$ cat config.mk
export PLATFORM = sky130hd
export DESIGN_NAME = prot_ctl
export DESIGN_NICKNAME = d
export VERILOG_FILES = /design/src/rtl/prot_pkg.sv /design/src/rtl/prot_sync.sv /design/src/rtl/prot_latch_bank.sv /design/src/rtl/prot_stat_mux.sv /design/src/rtl/prot_ctl.sv
export SDC_FILE = /design/constraint.sdc
export NUM_CORES = 1
export LEC_CHECK = 0
export BUFFER_PORTS_ARGS = -buffer_cell sky130_fd_sc_hd__buf_4
export CORE_MARGIN = 3
export CORE_UTILIZATION = 46
export DETAILED_ROUTE_END_ITERATION = 8
export PLACE_DENSITY = 0.74
export SLEW_MARGIN = 0
export SYNTH_ARGS = -nofsm -noshare
export SYNTH_HDL_FRONTEND = slang
export SYNTH_SLANG_ARGS = --single-unit
$ cat constraint.sdc
create_clock -name clk -period 1.2 [get_ports clk]
set_input_delay 0.24 -clock clk [delete_from_list [all_inputs] [get_ports clk]]
set_output_delay 0.24 -clock clk [all_outputs]
set_load 0.01 [all_outputs]
$ cat src/rtl/prot_pkg.sv
package prot_pkg;
  // Meaning of the cmd_set input
  typedef enum logic {
    OP_CLEAR = 1'b0,
    OP_SET   = 1'b1
  } prot_op_e;

  // Over-current response selected by the jumper input
  typedef enum logic {
    OC_KILL  = 1'b0,
    OC_LIMIT = 1'b1
  } oc_mode_e;
endpackage

$ cat src/rtl/prot_sync.sv
module prot_sync #(
  parameter int W      = 6,
  parameter int STAGES = 2
) (
  input  logic         clk,
  input  logic         rst_n,
  input  logic [W-1:0] din,
  output logic [W-1:0] dout
);
  logic [W-1:0] stg_q [STAGES];
  logic [W-1:0] stg_d [STAGES];

  always_comb begin
    stg_d[0] = din;
    for (int s = 1; s < STAGES; s++) stg_d[s] = stg_q[s-1];
  end

  always_ff @(posedge clk or negedge rst_n) begin
    if (!rst_n) begin
      for (int s = 0; s < STAGES; s++) stg_q[s] <= '0;
    end else begin
      for (int s = 0; s < STAGES; s++) stg_q[s] <= stg_d[s];
    end
  end

  assign dout = stg_q[STAGES-1];
endmodule

$ cat src/rtl/prot_latch_bank.sv
module prot_latch_bank
  import prot_pkg::*;
#(
  parameter int NCH = 6,
  parameter int AW  = 4
) (
  input  logic           clk,
  input  logic           rst_n,
  input  logic [NCH-1:0] ov_s,
  input  logic [NCH-1:0] oc_s,
  input  logic           cmd_valid,
  input  prot_op_e       cmd_op,
  input  logic           cmd_all,
  input  logic [AW-1:0]  cmd_ch,
  output logic [NCH-1:0] ov_q,
  output logic [NCH-1:0] oc_q
);
  logic [NCH-1:0] hit;
  logic [NCH-1:0] ov_d;
  logic [NCH-1:0] oc_d;

  for (genvar i = 0; i < NCH; i++) begin : g_ch
    localparam logic [AW-1:0] IDX = AW'(i);
    logic force_set, force_clr;

    always_comb begin
      hit[i]    = cmd_valid & (cmd_all | (cmd_ch == IDX));
      force_set = hit[i] & (cmd_op == OP_SET);
      force_clr = hit[i] & (cmd_op == OP_CLEAR);
      // set terms win over the clear term
      ov_d[i]   = ov_s[i] | force_set | (ov_q[i] & ~force_clr);
      oc_d[i]   = oc_s[i] | force_set | (oc_q[i] & ~force_clr);
    end

    always_ff @(posedge clk or negedge rst_n) begin
      if (!rst_n) begin
        ov_q[i] <= 1'b0;
        oc_q[i] <= 1'b0;
      end else begin
        ov_q[i] <= ov_d[i];
        oc_q[i] <= oc_d[i];
      end
    end
  end
endmodule

$ cat src/rtl/prot_stat_mux.sv
module prot_stat_mux #(
  parameter int NCH = 6,
  parameter int AW  = 4
) (
  input  logic [NCH-1:0] ov_q,
  input  logic [NCH-1:0] oc_q,
  input  logic [AW-1:0]  sel_ch,
  input  logic           rmt_ov,
  input  logic           rmt_oc,
  output logic           stat_ov,
  output logic           stat_oc
);
  always_comb begin
    stat_ov = rmt_ov;
    stat_oc = rmt_oc;
    for (int i = 0; i < NCH; i++) begin
      if (sel_ch == AW'(i)) begin
        stat_ov = ov_q[i];
        stat_oc = oc_q[i];
      end
    end
  end
endmodule

$ cat src/rtl/prot_ctl.sv
module prot_ctl
  import prot_pkg::*;
#(
  parameter int NCH         = 6,
  parameter int AW          = 4,
  parameter int SYNC_STAGES = 2
) (
  input  logic           clk,
  input  logic           rst_n,
  input  logic           mod_en,
  input  logic           cc_mode,
  input  logic [NCH-1:0] ov_trip,
  input  logic [NCH-1:0] oc_trip,
  input  logic           cmd_valid,
  input  logic           cmd_set,
  input  logic           cmd_all,
  input  logic [AW-1:0]  cmd_ch,
  input  logic [AW-1:0]  sel_ch,
  input  logic           rmt_ov_flag,
  input  logic           rmt_oc_flag,
  output logic [NCH-1:0] chan_off,
  output logic           stat_ov,
  output logic           stat_oc
);
  logic [1:0]     rst_pipe_q;
  logic           rst_sync_n;
  logic [NCH-1:0] ov_s, oc_s;
  logic [NCH-1:0] lat_ov, lat_oc;
  oc_mode_e       oc_mode;

  // asynchronous assert, synchronous release
  always_ff @(posedge clk or negedge rst_n) begin
    if (!rst_n) rst_pipe_q <= 2'b00;
    else        rst_pipe_q <= {rst_pipe_q[0], 1'b1};
  end
  assign rst_sync_n = rst_pipe_q[1];

  prot_sync #(.W(2*NCH), .STAGES(SYNC_STAGES)) u_sync (
    .clk  (clk),
    .rst_n(rst_sync_n),
    .din  ({oc_trip, ov_trip}),
    .dout ({oc_s, ov_s})
  );

  prot_latch_bank #(.NCH(NCH), .AW(AW)) u_bank (
    .clk      (clk),
    .rst_n    (rst_sync_n),
    .ov_s     (ov_s),
    .oc_s     (oc_s),
    .cmd_valid(cmd_valid),
    .cmd_op   (prot_op_e'(cmd_set)),
    .cmd_all  (cmd_all),
    .cmd_ch   (cmd_ch),
    .ov_q     (lat_ov),
    .oc_q     (lat_oc)
  );

  prot_stat_mux #(.NCH(NCH), .AW(AW)) u_mux (
    .ov_q   (lat_ov),
    .oc_q   (lat_oc),
    .sel_ch (sel_ch),
    .rmt_ov (rmt_ov_flag),
    .rmt_oc (rmt_oc_flag),
    .stat_ov(stat_ov),
    .stat_oc(stat_oc)
  );

  assign oc_mode = oc_mode_e'(cc_mode);

  always_comb begin
    chan_off = {NCH{~mod_en}} | lat_ov;
    if (oc_mode == OC_KILL) chan_off = chan_off | lat_oc;
  end
endmodule

==> flow_summary.yaml <==
synth:
  synth_top_area_share_pct: 65.6
  synth_area_leader_cell: "dfrtp_1"
  synth_seq_cells: 38
  yosys_warnings: 0
  synth.area.top_cells: "dfrtp_1, o21ai_1, a21oi_1"
  ys_types: 27
  yosysSeqAreaShare_pct: 65.6
  synth_area_per_cell_um2: 12.5
  syn-cell-area_um2: 1450
  postSynthCellCount: 116
  syn_nets: 145
sta:
  maxSlewViolCount: 0
  rsz0062_at_grt: "true"
  finalSetupViolations: 8
  hold_viol_final: 0
  clock_skew_ps: 11.8
  fmax_mhz: 598
  worst_slack_ps: -472
  period_needed_ps: 1670
  timing.final.crit_share_pct: 139
clocking:
  cts_buffers: 5
  cts_root_buf: "clkbuf_4"
  clock_sinks: 38
  clkLatencyLatePin_ps: 340
  cts_tree: "yes"
  clk_pin_slew_ps: 110
  h-tree-depth: 2
  cts_buffer_depth: 2
power:
  p_per_area_nw_per_um2: 1290
  p_leak_nw: 1.01
  ir_drop_v: 0.00128
drt:
  firstDrtPassIters: 4
  route.detailed.drc: 0
  ant_nets: 0
  dr.first_iter.drc_count: 75
  wl_um: 3360
  vias_per_cell: 5.04
  num_vias: 1200
  routedWlPerCell_um: 14.1
worst_setup_path:
  r2r_start: "u_bank.ov_q[4]"
  rr_worst_depth: 5
  rrSetupSlack_ps: 130
  required_ps: 960
  cp_data_arrival_time_ps: 1430
  r2r_end: "u_bank.ov_q[4]"
  end_kind: "output port"
  crit_fanout: 3
  setup.worst_path.class: "reg2out"
  critPathLaunchType: "flip-flop"
floorplan:
  start_util_pct: 50.4
  die_area_um2: 3860
  die_h_um: 62.1
  pin_count: 37
  die_w_um: 62.1
  core-area_um2: 2880
  rows: 19
global_route:
  grtUsageTotal_pct: 19.5
  grt_pass1_wl_um: 5870
  grt-ovfl-total: 0
  grt_max_degree: 25
  grt_pass1_vias: 1262
  grt_antenna_before_repair: 0
place:
  io_buffers: 36
  pre_cts_ws_ps: -327
  postPlaceCellArea_um2: 1930
  place_hpwl_um: 2430
  gp_congestion: 0.839
final_layout:
  diodes: 0
  area_delta_synth_final_pct: 56.7
  design_area_um2: 2270
  fin_nets: 224
  drive_above_1_share_pct: 39.8
  final_common_cell: "buf_4"
  final_cell_mix: "buf_4, dfrtp_1, dlygate4sd3_1"
job:
  cap_violations: 0
outcome:
  violations: "setup timing"
  run_status: "finished, violations left"
min_path:
  hold_path.class: "reg2async"
## metrics by stage
step | cells | hold slack, ps | total power, mW | util, % | setup TNS [ps]
finish | 238 | 176 | 2.92 | 78.9 | -2350
floorplan | 116 | -55.6 | 1.55 | - | -59.0
detailed placement | 212 | 23.1 | 1.77 | 66.9 | -980
global placement | 212 | 22.2 | 1.74 | 66.9 | -635
CTS | 235 | 181 | 2.92 | 76.5 | -2330
global route | 238 | 193 | 3.08 | 78.9 | -3020
## critical path, cell delays in order, from the launching register on
cell and delay, ps:
dfrtp_1 430, mux2i_1 160, o221ai_1 130, o2111ai_1 140, o21ai_2 90, buf_4 150
## final cells by class
type / instances / area (um^2)
sequential: 38 / 951
timing repair buffer: 73 / 626
fill: 177 / 606
multi-input combinational: 75 / 523
clock inverter: 2 / 60.1
tap: 42 / 52.6
clock buffer: 6 / 51.3
inverter: 2 / 7.51
## power by group
part / total (mW) / switching [mW] / internal [mW]
clock: 1.10 / 0.392 / 0.706
combinational: 0.434 / 0.177 / 0.257
sequential: 1.39 / 0.0385 / 1.35
## kinds of logic (layout without fill, tap and decap cells)
group | Yosys count | count (layout) | share of synthesized area (%)
compound gates | 30 | 30 | 13.0
other cells | 1 | 1 | 0.259
buf+inv | 3 | 83 | 0.863
flops | 38 | 38 | 65.6
mux | 5 | 5 | 3.54
simple gates | 39 | 39 | 16.7
## worst max-delay path by stage
stage              end  slack, ps  depth (start not counted)      startpoint
2_1_floorplan  stat_oc        -60                          4       sel_ch[2]
3_3_place_gp   stat_oc       -280                          6       sel_ch[2]
3_5_place_dp   stat_oc       -330                          6       sel_ch[2]
4_1_cts        stat_ov       -500                          5  u_bank.ov_q[4]
5_1_grt        stat_ov       -590                          5  u_bank.ov_q[4]
6_report       stat_ov       -470                          5  u_bank.ov_q[4]
## sequential cells by signal, summed over array words and instances, names as in the netlist
signal	cells
u_sync.dout	12
u_sync.stg_d	12
u_bank.oc_q	6
rst_pipe_q	2
u_bank.ov_q	6
## synthesized netlist by cell type, drive strengths merged
| cell | n |
|---|---|
| inv | 2 |
| o221ai | 1 |
| a211oi | 1 |
| a32oi | 1 |
| o21ai | 11 |
| a22oi | 2 |
| nor2b | 2 |
| nand2 | 8 |
| mux2 | 1 |
| a211o | 4 |
| nor2 | 5 |
| o2111ai | 1 |
| mux2i | 4 |
| nor4 | 2 |
| nand2b | 6 |
| a21oi | 9 |
| or2 | 3 |
| nor3 | 1 |
| buf | 1 |
| dfrtp | 38 |
| nor4bb | 2 |
| nor4b | 3 |
| conb | 1 |
| nand3b | 6 |
| and2b | 1 |
## layer usage
layer  vias to the layer above  part of all wire (%)  global-route usage [%]
li1                        575                     -                       -
met1                       585                    42                    24.0
met2                        36                    51                    32.0
met3                         4                   4.6                    5.95
met4                         0                   1.6                    8.29
met5                         -                     0                       0
## timing repair
action | CTS | global route
pin swaps | 4 | 2
hold buffers | 13 | 0
hold endpoints to repair | 14 | 0
resized for setup | 5 | 12
endpoints found under the setup margin | 8 | 8
buffers inserted | 5 | 6
Power figures use the tool's default switching activity.
